**config.mk**
```make
export PLATFORM = sky130hd
export DESIGN_NAME = gpio_evt_bank
export DESIGN_NICKNAME = d
export VERILOG_FILES = /design/src/rtl/gpio_evt_pkg.sv /design/src/rtl/gpio_sync.sv /design/src/rtl/gpio_fsel_bank.sv /design/src/rtl/gpio_edge_evt.sv /design/src/rtl/gpio_evt_bank.sv
export SDC_FILE = /design/constraint.sdc
export NUM_CORES = 1
export LEC_CHECK = 0
export BUFFER_PORTS_ARGS = -buffer_cell sky130_fd_sc_hd__buf_4
export CORE_MARGIN = 3
export CORE_UTILIZATION = 35
export CTS_CLUSTER_DIAMETER = 200
export DETAILED_ROUTE_END_ITERATION = 10
export PLACE_DENSITY_LB_ADDON = 0.25
export SKIP_CTS_REPAIR_TIMING = 1
export SLEW_MARGIN = 20
export SYNTH_ARGS = -nofsm -noshare
export SYNTH_HDL_FRONTEND = slang
export SYNTH_HIERARCHICAL = 1
export SYNTH_SLANG_ARGS = --single-unit
```
**constraint.sdc**
```tcl
create_clock -name clk -period 4.46 [get_ports clk]
set_input_delay 1.338 -clock clk [delete_from_list [all_inputs] [get_ports clk]]
set_output_delay 1.338 -clock clk [all_outputs]
set_load 0.02 [all_outputs]
```
**src/rtl/gpio_evt_pkg.sv**
```systemverilog
package gpio_evt_pkg;

   localparam int FSEL_W = 3;

   typedef enum logic [FSEL_W-1:0] {
      FN_INPUT  = 3'b000,
      FN_OUTPUT = 3'b001,
      FN_ALT_E  = 3'b010,
      FN_ALT_D  = 3'b011,
      FN_ALT_A  = 3'b100,
      FN_ALT_B  = 3'b101,
      FN_ALT_C  = 3'b110,
      FN_ALT_F  = 3'b111
   } pin_fn_e;

   // word addresses of the single-word registers (select words start at 0)
   localparam int A_OUT_SET = 4;
   localparam int A_OUT_CLR = 5;
   localparam int A_LEVEL   = 6;
   localparam int A_RISE_EN = 7;
   localparam int A_FALL_EN = 8;
   localparam int A_EVENTS  = 9;

endpackage

```
**src/rtl/gpio_sync.sv**
```systemverilog
module gpio_sync #(
   parameter int W      = 32,
   parameter int STAGES = 2
) (
   input  logic         clk,
   input  logic         rst_n,
   input  logic [W-1:0] d,
   output logic [W-1:0] q
);

   logic [W-1:0] chain [STAGES];

   always_ff @(posedge clk or negedge rst_n) begin
      if (!rst_n) begin
         for (int i = 0; i < STAGES; i++) chain[i] <= '0;
      end else begin
         chain[0] <= d;
         for (int i = 1; i < STAGES; i++) chain[i] <= chain[i-1];
      end
   end

   assign q = chain[STAGES-1];

endmodule

```
**src/rtl/gpio_fsel_bank.sv**
```systemverilog
module gpio_fsel_bank
   import gpio_evt_pkg::*;
#(
   parameter int NUM_PINS = 32,
   parameter int DATA_W   = 32,
   parameter int ADDR_W   = 4
) (
   input  logic                       clk,
   input  logic                       rst_n,
   input  logic                       wr_en,
   input  logic [ADDR_W-1:0]          wr_idx,
   input  logic [DATA_W-1:0]          wdata,
   input  logic [ADDR_W-1:0]          rd_idx,
   output logic [DATA_W-1:0]          rd_word,
   output logic [NUM_PINS*FSEL_W-1:0] fsel_flat
);

   localparam int PER_REG = DATA_W / FSEL_W;

   logic [FSEL_W-1:0] fld [NUM_PINS];

   for (genvar p = 0; p < NUM_PINS; p++) begin : g_field
      localparam int REG = p / PER_REG;
      localparam int OFF = (p % PER_REG) * FSEL_W;
      always_ff @(posedge clk or negedge rst_n) begin
         if (!rst_n)                                fld[p] <= FN_INPUT;
         else if (wr_en && wr_idx == ADDR_W'(REG))  fld[p] <= wdata[OFF +: FSEL_W];
      end
      assign fsel_flat[p*FSEL_W +: FSEL_W] = fld[p];
   end

   always_comb begin
      rd_word = '0;
      for (int p = 0; p < NUM_PINS; p++) begin
         if (rd_idx == ADDR_W'(p / PER_REG))
            rd_word[(p % PER_REG)*FSEL_W +: FSEL_W] = fld[p];
      end
   end

endmodule

```
**src/rtl/gpio_edge_evt.sv**
```systemverilog
module gpio_edge_evt #(
   parameter int W = 32
) (
   input  logic         clk,
   input  logic         rst_n,
   input  logic [W-1:0] lvl,
   input  logic [W-1:0] rise_en,
   input  logic [W-1:0] fall_en,
   input  logic         clr_wr,
   input  logic [W-1:0] clr_mask,
   output logic [W-1:0] lvl_prev,
   output logic [W-1:0] det,
   output logic [W-1:0] evt
);

   logic [W-1:0] clr_bits;

   assign det      = (lvl & ~lvl_prev & rise_en) | (~lvl & lvl_prev & fall_en);
   assign clr_bits = clr_wr ? clr_mask : '0;

   always_ff @(posedge clk or negedge rst_n) begin
      if (!rst_n) begin
         lvl_prev <= '0;
         evt      <= '0;
      end else begin
         lvl_prev <= lvl;
         evt      <= (evt & ~clr_bits) | det;   // a fresh edge wins over the clear
      end
   end

endmodule

```
**src/rtl/gpio_evt_bank.sv**
```systemverilog
module gpio_evt_bank
   import gpio_evt_pkg::*;
#(
   parameter int NUM_PINS    = 32,
   parameter int DATA_W      = 32,
   parameter int ADDR_W      = 4,
   parameter int SYNC_STAGES = 2,
   parameter bit HAS_IRQ     = 1'b1
) (
   input  logic                       clk,
   input  logic                       rst_n,
   input  logic                       wr_en,
   input  logic [ADDR_W-1:0]          addr,
   input  logic [DATA_W-1:0]          wdata,
   output logic [DATA_W-1:0]          rdata,
   input  logic [NUM_PINS-1:0]        pin_in,
   output logic [NUM_PINS-1:0]        pin_out,
   output logic [NUM_PINS-1:0]        pin_oe,
   output logic [NUM_PINS*FSEL_W-1:0] pin_fsel,
   output logic                       irq
);

   localparam int PER_REG = DATA_W / FSEL_W;
   localparam int NSEL    = (NUM_PINS + PER_REG - 1) / PER_REG;
   localparam logic [ADDR_W-1:0] NSEL_A = ADDR_W'(NSEL);

   if (NUM_PINS < 1 || NUM_PINS > DATA_W) begin : g_bad_pins
      $error("NUM_PINS must lie in 1..DATA_W");
   end
   if (DATA_W < 30) begin : g_bad_data
      $error("DATA_W must hold ten select fields");
   end
   if (ADDR_W < 4 || NSEL > A_OUT_SET) begin : g_bad_addr
      $error("address map does not fit");
   end
   if (SYNC_STAGES < 2) begin : g_bad_sync
      $error("SYNC_STAGES must be at least 2");
   end

   logic [NUM_PINS-1:0] out_q, rise_q, fall_q;
   logic [NUM_PINS-1:0] lvl_sync, lvl_prev, det, evt_q;
   logic [DATA_W-1:0]   fsel_rd;
   logic [NUM_PINS-1:0] wbits;
   logic                sel_wr;
   logic                unused_bits;

   assign wbits       = wdata[NUM_PINS-1:0];
   assign sel_wr      = wr_en && (addr < NSEL_A);
   assign unused_bits = ^wdata;

   gpio_sync #(.W(NUM_PINS), .STAGES(SYNC_STAGES)) u_sync (
      .clk(clk), .rst_n(rst_n), .d(pin_in), .q(lvl_sync)
   );

   gpio_fsel_bank #(.NUM_PINS(NUM_PINS), .DATA_W(DATA_W), .ADDR_W(ADDR_W)) u_fsel (
      .clk(clk), .rst_n(rst_n), .wr_en(sel_wr), .wr_idx(addr), .wdata(wdata),
      .rd_idx(addr), .rd_word(fsel_rd), .fsel_flat(pin_fsel)
   );

   gpio_edge_evt #(.W(NUM_PINS)) u_evt (
      .clk(clk), .rst_n(rst_n), .lvl(lvl_sync), .rise_en(rise_q), .fall_en(fall_q),
      .clr_wr(wr_en && addr == ADDR_W'(A_EVENTS)), .clr_mask(wbits),
      .lvl_prev(lvl_prev), .det(det), .evt(evt_q)
   );

   always_ff @(posedge clk or negedge rst_n) begin
      if (!rst_n) begin
         out_q  <= '0;
         rise_q <= '0;
         fall_q <= '0;
      end else if (wr_en) begin
         unique case (addr)
            ADDR_W'(A_OUT_SET): out_q  <= out_q | wbits;
            ADDR_W'(A_OUT_CLR): out_q  <= out_q & ~wbits;
            ADDR_W'(A_RISE_EN): rise_q <= wbits;
            ADDR_W'(A_FALL_EN): fall_q <= wbits;
            default: ;
         endcase
      end
   end

   always_comb begin
      rdata = '0;
      if (addr < NSEL_A) rdata = fsel_rd;
      else begin
         unique case (addr)
            ADDR_W'(A_OUT_SET), ADDR_W'(A_OUT_CLR): rdata = DATA_W'(out_q);
            ADDR_W'(A_LEVEL):   rdata = DATA_W'(lvl_sync);
            ADDR_W'(A_RISE_EN): rdata = DATA_W'(rise_q);
            ADDR_W'(A_FALL_EN): rdata = DATA_W'(fall_q);
            ADDR_W'(A_EVENTS):  rdata = DATA_W'(evt_q);
            default:            rdata = '0;
         endcase
      end
   end

   assign pin_out = out_q;

   for (genvar p = 0; p < NUM_PINS; p++) begin : g_oe
      assign pin_oe[p] = (pin_fsel[p*FSEL_W +: FSEL_W] == FN_OUTPUT);
   end

   if (HAS_IRQ) begin : g_irq
      assign irq = |evt_q;
   end else begin : g_no_irq
      assign irq = 1'b0;
   end

endmodule

```
==> metrics.yaml, run 1 <==
die:
  initial_core_util_pct: 35.6
  ioPinCount: 264
  die_w_um: 211
  die_h_um: 211
  fp-row-count: 74
  die-area_um2: 44400
  core_um2: 41100
critical_path:
  path_class: "input pin to output port"
  crit_required_ns: 3.12
  critPathArrivalTime_ns: 2.96
  r2r_slack_ns: 3.59
  r2r_start: "u_fsel/fsel_flat[81]"
  crit_fanout: 30
  critPathLaunch: "addr[3]"
  reg2reg_depth: 1
  crit_end: "rdata[10]"
  worstSetupEndpointType: "output port"
  r2r-end: "u_fsel/fsel_flat[81]"
  start_kind: "input pin"
sta:
  hold_viol: 0
  fin_crit_sh_pct: 96.3
  fmax_mhz: 233
  fin_ws_ns: 0.165
  tightestPinTransition_ns: 0.921
  fin_tns_setup_ns: 0
  setup_viol: 0
  fin_crit_ns: 4.29
  fin_skew_ns: 0.0112
  rsz0062_at_grt: "no"
  relSlewSlack_pct: 38.6
  slew_violations: 0
pwr:
  switchingPower_w: 0.00244
  p_clk_share_pct: 35.7
  p_leak_nw: 8.69
  netSwitchingFraction_pct: 29.1
  power.density_nw_per_um2: 457
  intPower_w: 0.00595
  combPwrFrac_pct: 20.1
  power_frac_seq_pct: 44.2
  irDropWorstVdd_v: 0.000235
grt:
  grt_remaining_overflow: 0
  grt_use_total_pct: 19.4
  grt_pass1_vias: 10600
  grt_antenna_before_repair: 0
  grt_max_degree: 83
  grt_pass1_wl_um: 66400
synth:
  yosysWarningCount: 6
  avgSynthCellArea_um2: 13.3
  synthCells: 1100
  mappedNetlistArea_um2: 14700
place:
  numPortBuffers: 263
  post-dp-hpwl_um: 29300
  pre_cts_slack_ns: 0.222
  place_congestion: 0.760
routing:
  drt_first_pass_iters: 5
  routedWlPerCell_um: 22.6
  drt_iter0_drc: 582
  ant_nets: 0
  post-route-drc-count: 0
  drt_wl_total_um: 43100
  viasPerCell: 5.27
  vias: 10000
finish:
  antenna_cells: 0
  fin_util_pct: 44.6
  drive_above_1_share_pct: 41.1
  fin_nets: 1418
  synthToLayoutAreaGrowth_pct: 25.2
status:
  status: "complete, no violations"
clocking:
  clock_sinks: 320
  clk_path_buf_depth: 3
  clk_pin_slew_worst_paths_ns: 0.06
  ctsRootBufferMaster: "clkbuf_16"
  clk_latency_ns: 0.54
  cts_inserted_buffers: 38
  htree_levels: 2
  cts_tree: "yes"
worst_hold_path:
  min_path_type: "flop to flop"
run:
  cap_violations: 0
area by class of cell:
| type | count | area (um^2) |
|---|---|---|
| flip-flops and latches | 320 | 8010 |
| multi-input cells | 653 | 5930 |
| fillers | 3766 | 22800 |
| repair buffers | 302 | 2410 |
| well taps | 532 | 666 |
| clock buffers | 59 | 1140 |
| inverters | 32 | 120 |
| clock inverters | 7 | 67.6 |
per-layer routing:
layer / part of all wire (%) / track usage (%) / vias to the layer above
li1: - / - / 4459
met1: 46 / 27.5 / 5263
met2: 48 / 30.8 / 274
met3: 5.2 / 4.43 / 49
met4: 1.7 / 4.34 / 0
met5: 0 / 0 / -
cells in the final DEF, fill, tap and decap left out, drive strengths merged:
master / n
and2b: 1
inv: 33
nand3b: 34
o211ai: 64
buf: 302
nor4bb: 1
mux4: 6
clkbuf: 59
a21bo: 32
nand2: 91
nor3b: 34
a21oi: 24
nor4: 8
conb: 2
bufinv: 1
and2: 1
dfrtp: 320
mux2: 160
nand3: 1
and3b: 1
mux2i: 88
a22oi: 32
nor2: 3
a32oi: 32
nor2b: 7
nand4: 2
nor4b: 2
clkinv: 5
or2: 26
and4bb: 1
power by group through the flow:
stage,registers [W],logic (W),clock network [W]
floorplan,0.00384,0.000782,0
global placement,0.00374,0.00168,0
global route,0.00377,0.00181,0.00322
detailed placement,0.00375,0.00170,0
CTS,0.00371,0.00170,0.00308
finish,0.00371,0.00168,0.00300
stage by stage:
| step | hold WS, ns | area, um^2 | power (W) | std cells |
|---|---|---|---|---|
| 2_1_floorplan | 0.331 | 14700 | 0.00462 | 1101 |
| 3_3_place_gp | 0.332 | 17100 | 0.00542 | 1839 |
| 3_5_place_dp | 0.335 | 17100 | 0.00545 | 1839 |
| 4_1_cts | 0.332 | 18300 | 0.00849 | 1905 |
| 5_1_grt | 0.345 | 18300 | 0.00880 | 1905 |
| 6_report | 0.340 | 18300 | 0.00839 | 1905 |
critical path: stages:
cell and delay (ns):
buf_4 0.18, or2_2 0.75, a21oi_1 0.09, a32oi_1 0.20
o211ai_1 0.17, buf_4 0.20
worst min path at each step:
| stage | start | end | slack [ns] | cells past startpoint |
|---|---|---|---|---|
| after floorplan | u_sync/chain[32] | u_sync/q[0] | 0.33 | 0 |
| after global placement | u_sync/chain[52] | u_sync/q[20] | 0.33 | 0 |
| after detailed placement | u_sync/chain[35] | u_sync/q[3] | 0.33 | 0 |
| after CTS | u_sync/chain[35] | u_sync/q[3] | 0.33 | 0 |
| after global routing | u_sync/chain[35] | u_sync/q[3] | 0.34 | 0 |
| final | u_sync/chain[35] | u_sync/q[3] | 0.34 | 0 |
sequential cells by signal, summed over array words and instances (netlist names), named ones only:
register,flops
fall_q,32
rise_q,32
u_evt/evt,32
u_evt/lvl_prev,32
u_fsel/fsel_flat,96
u_sync/chain,32
u_sync/q,32
Note: power is estimated with default switching activity, not from simulation.
==> run 2, diff against run 1 <==
--- a/config.mk
+++ b/config.mk
@@ -7,7 +7,7 @@
 export LEC_CHECK = 0
 export BUFFER_PORTS_ARGS = -buffer_cell sky130_fd_sc_hd__buf_4
 export CORE_MARGIN = 3
-export CORE_UTILIZATION = 35
+export CORE_UTILIZATION = 53
 export CTS_CLUSTER_DIAMETER = 200
 export DETAILED_ROUTE_END_ITERATION = 10
 export PLACE_DENSITY_LB_ADDON = 0.25
==> metrics.yaml, run 2 (synthesis gave the netlist of run 1 again) <==
critical_path:
  cpMaxStageDelayCell: "or2_2"
  cp_common_cell: "buf_4"
  critPathArrivalTime_ns: 2.92  # -0.04 ns
  r2r_start: "u_fsel/fsel_flat[47]"
  r2r_slack_ns: 3.61  # +0.02 ns
  start_kind: "input pin"
  worstSetupEndpointType: "output port"
  r2r-end: "u_fsel/fsel_flat[47]"
  path_class: "input pin to output port"
  reg2reg_depth: 1  # unchanged
  cp_cell_sequence: "buf_4, or2_2, a21oi_1, a32oi_1, o211ai_1, buf_4"
  crit_required_ns: 3.12  # about the same
  crit_fanout: 30  # unchanged
  cpPeakStageDelay_ns: 0.73  # -0.02 ns
grt:
  top_usage_layer: "met2"
  gr-usage-met2_pct: 43.9  # +13 points
  grtUsageMet3_pct: 5.42  # +0.99 points
  grt_remaining_overflow: 0  # unchanged
  grt_use_total_pct: 26.8  # +7.4 points
  grt_antenna_before_repair: 0  # unchanged
  grt_pass1_vias: 10600  # -0.085%
  grt_max_degree: 94  # +13%
  grt_pass1_wl_um: 61300  # -7.6%
  grt_use_met1_pct: 36.9  # +9.4 points
routing:
  drt_wl_total_um: 39700  # -7.8%
  vias: 10100  # +1.0%
  viasPerCell: 5.86  # +11%
  drt_iter0_drc: 915  # +57%
  routedWlPerCell_um: 22.9  # +1.4%
  post-route-drc-count: 0  # unchanged
  ant_nets: 0  # unchanged
  drt_first_pass_iters: 6  # +1
die:
  core_um2: 27100  # -34%
  initial_core_util_pct: 54.1  # +18 points
  die_w_um: 172  # -18%
  die_h_um: 172  # -18%
  fp-row-count: 60  # -19%
  ioPinCount: 264  # unchanged
  die-area_um2: 29700  # -33%
finish:
  antenna_cells: 0  # unchanged
  fin_nets: 1409  # -0.63%
  layout_common_cells: "dfrtp_1 (320), buf_4 (283), nand2_1 (89)"
  num-fill-cells: 1971  # -48%
  layoutNonFillerInstCount: 1732  # -9.1%
  largest_reg_flops: 96  # unchanged
  drive_above_1_share_pct: 40.7  # -0.42 points
  mostFrequentLayoutCell: "dfrtp_1"
  synthToLayoutAreaGrowth_pct: 22.9
sta:
  hold_ws_ns: 0.346  # +0.00575 ns
  tightestPinTransition_ns: 0.872  # -0.0490 ns
  relSlewSlack_pct: 41.9  # +3.3 points
  setup_viol: 0  # unchanged
  slew_violations: 0  # unchanged
  fin_crit_ns: 4.26  # -0.0369 ns
  fmax_mhz: 235  # +0.87%
  rsz0062_at_grt: "no"
  hold_viol: 0  # unchanged
  fin_skew_ns: 0.00996  # -0.00119 ns
  fin_tns_setup_ns: 0  # unchanged
  fin_crit_sh_pct: 95.5  # -0.83 points
worst_hold_path:
  min-delay-start: "u_sync/chain[54]"
  min_path_cells: 0  # unchanged
  hold_end: "u_sync/q[22]"
  min_path_type: "flop to flop"
place:
  post-dp-hpwl_um: 26500  # -9.4%
  place_congestion: 0.819  # +7.7%
  numPortBuffers: 263  # unchanged
  dp.cells: 1673  # -9.0%
clocking:
  htree_levels: 2  # unchanged
  ctsRootBufferMaster: "clkbuf_16"
  cts_inserted_buffers: 35  # -7.9%
  clk_pin_slew_worst_paths_ns: 0.05  # about the same
  cts_tree: "yes"
  clk_latency_ns: 0.51  # -0.03 ns
  clock_sinks: 320  # unchanged
  clk_path_buf_depth: 3  # unchanged
pwr:
  power_w: 0.00823  # -2.0%
  power.density_nw_per_um2: 457  # -0.20%
  p_leak_nw: 8.61  # -0.91%
  irDropWorstVdd_v: 0.000290  # +24%
run:
  cap_violations: 0  # unchanged
status:
  status: "complete, no violations"
-- run 2: cell types whose count changed in the layout (fill, tap and decap cells not counted) --
| cell | delta |
|---|---|
| clkbuf_16 | -2 |
| bufinv_16 | +1 |
| inv_6 | -1 |
| clkbuf_1 | -2 |
| buf_12 | +1 |
| nor2b_4 | -1 |
| clkinv_2 | +1 |
| clkbuf_8 | -4 |
| nor2b_2 | +1 |
| buf_4 | -7 |
-- run 2: per-layer routing --
metal,up-vias,part of all wire (%)
met1,5270,43
met2,374,48
met4,0,2.4
met3,75,6.5
met5,-,0
li1,4427,-
-- run 2: cell type report --
type	instances	area, um^2	area share, %
Tap cell	372	465	2.58
Multi-Input combinational cell	653	5920	32.9
Timing Repair Buffer	296	2380	13.2
Clock inverter	8	93.8	0.521
Inverter	32	120	0.667
Clock buffer	51	1030	5.71
Sequential cell	320	8010	44.4
-- run 2: worst max-delay path: cells and delay by family --
| family | cells | cell delay (ns) |
|---|---|---|
| AND/OR/NAND/NOR | 1 | 0.73 |
| buffers and inverters | 2 | 0.39 |
| AO/OA/AOI/OAI | 3 | 0.46 |
-- run 2: through the flow --
step / worst slack (ns) / cell area [um^2] / util (%)
after floorplan: 0.589 / 14700 / -
after global placement: 0.265 / 16900 / 62.3
after detailed placement: 0.232 / 16900 / 62.3
after CTS: 0.222 / 18000 / 66.5
after global routing: 0.113 / 18000 / 66.5
final: 0.202 / 18000 / 66.5
-- run 2: worst max path at each step --
stage | startpoint | to | slack, ns | depth (start not counted)
after floorplan | addr[0] | rdata[3] | 0.59 | 5
after global placement | addr[2] | rdata[4] | 0.26 | 6
after detailed placement | addr[2] | rdata[18] | 0.23 | 6
after CTS | addr[2] | rdata[25] | 0.22 | 6
after global routing | addr[2] | rdata[3] | 0.11 | 6
final | addr[2] | rdata[25] | 0.20 | 6
-- run 2: power by group --
| group | total [W] | switching (W) | internal (W) |
|---|---|---|---|
| Clock | 0.00284 | 0.00113 | 0.00171 |
| Combinational | 0.00168 | 0.000855 | 0.000824 |
| Sequential | 0.00370 | 0.000392 | 0.00331 |
| Total | 0.00823 | 0.00238 | 0.00585 |
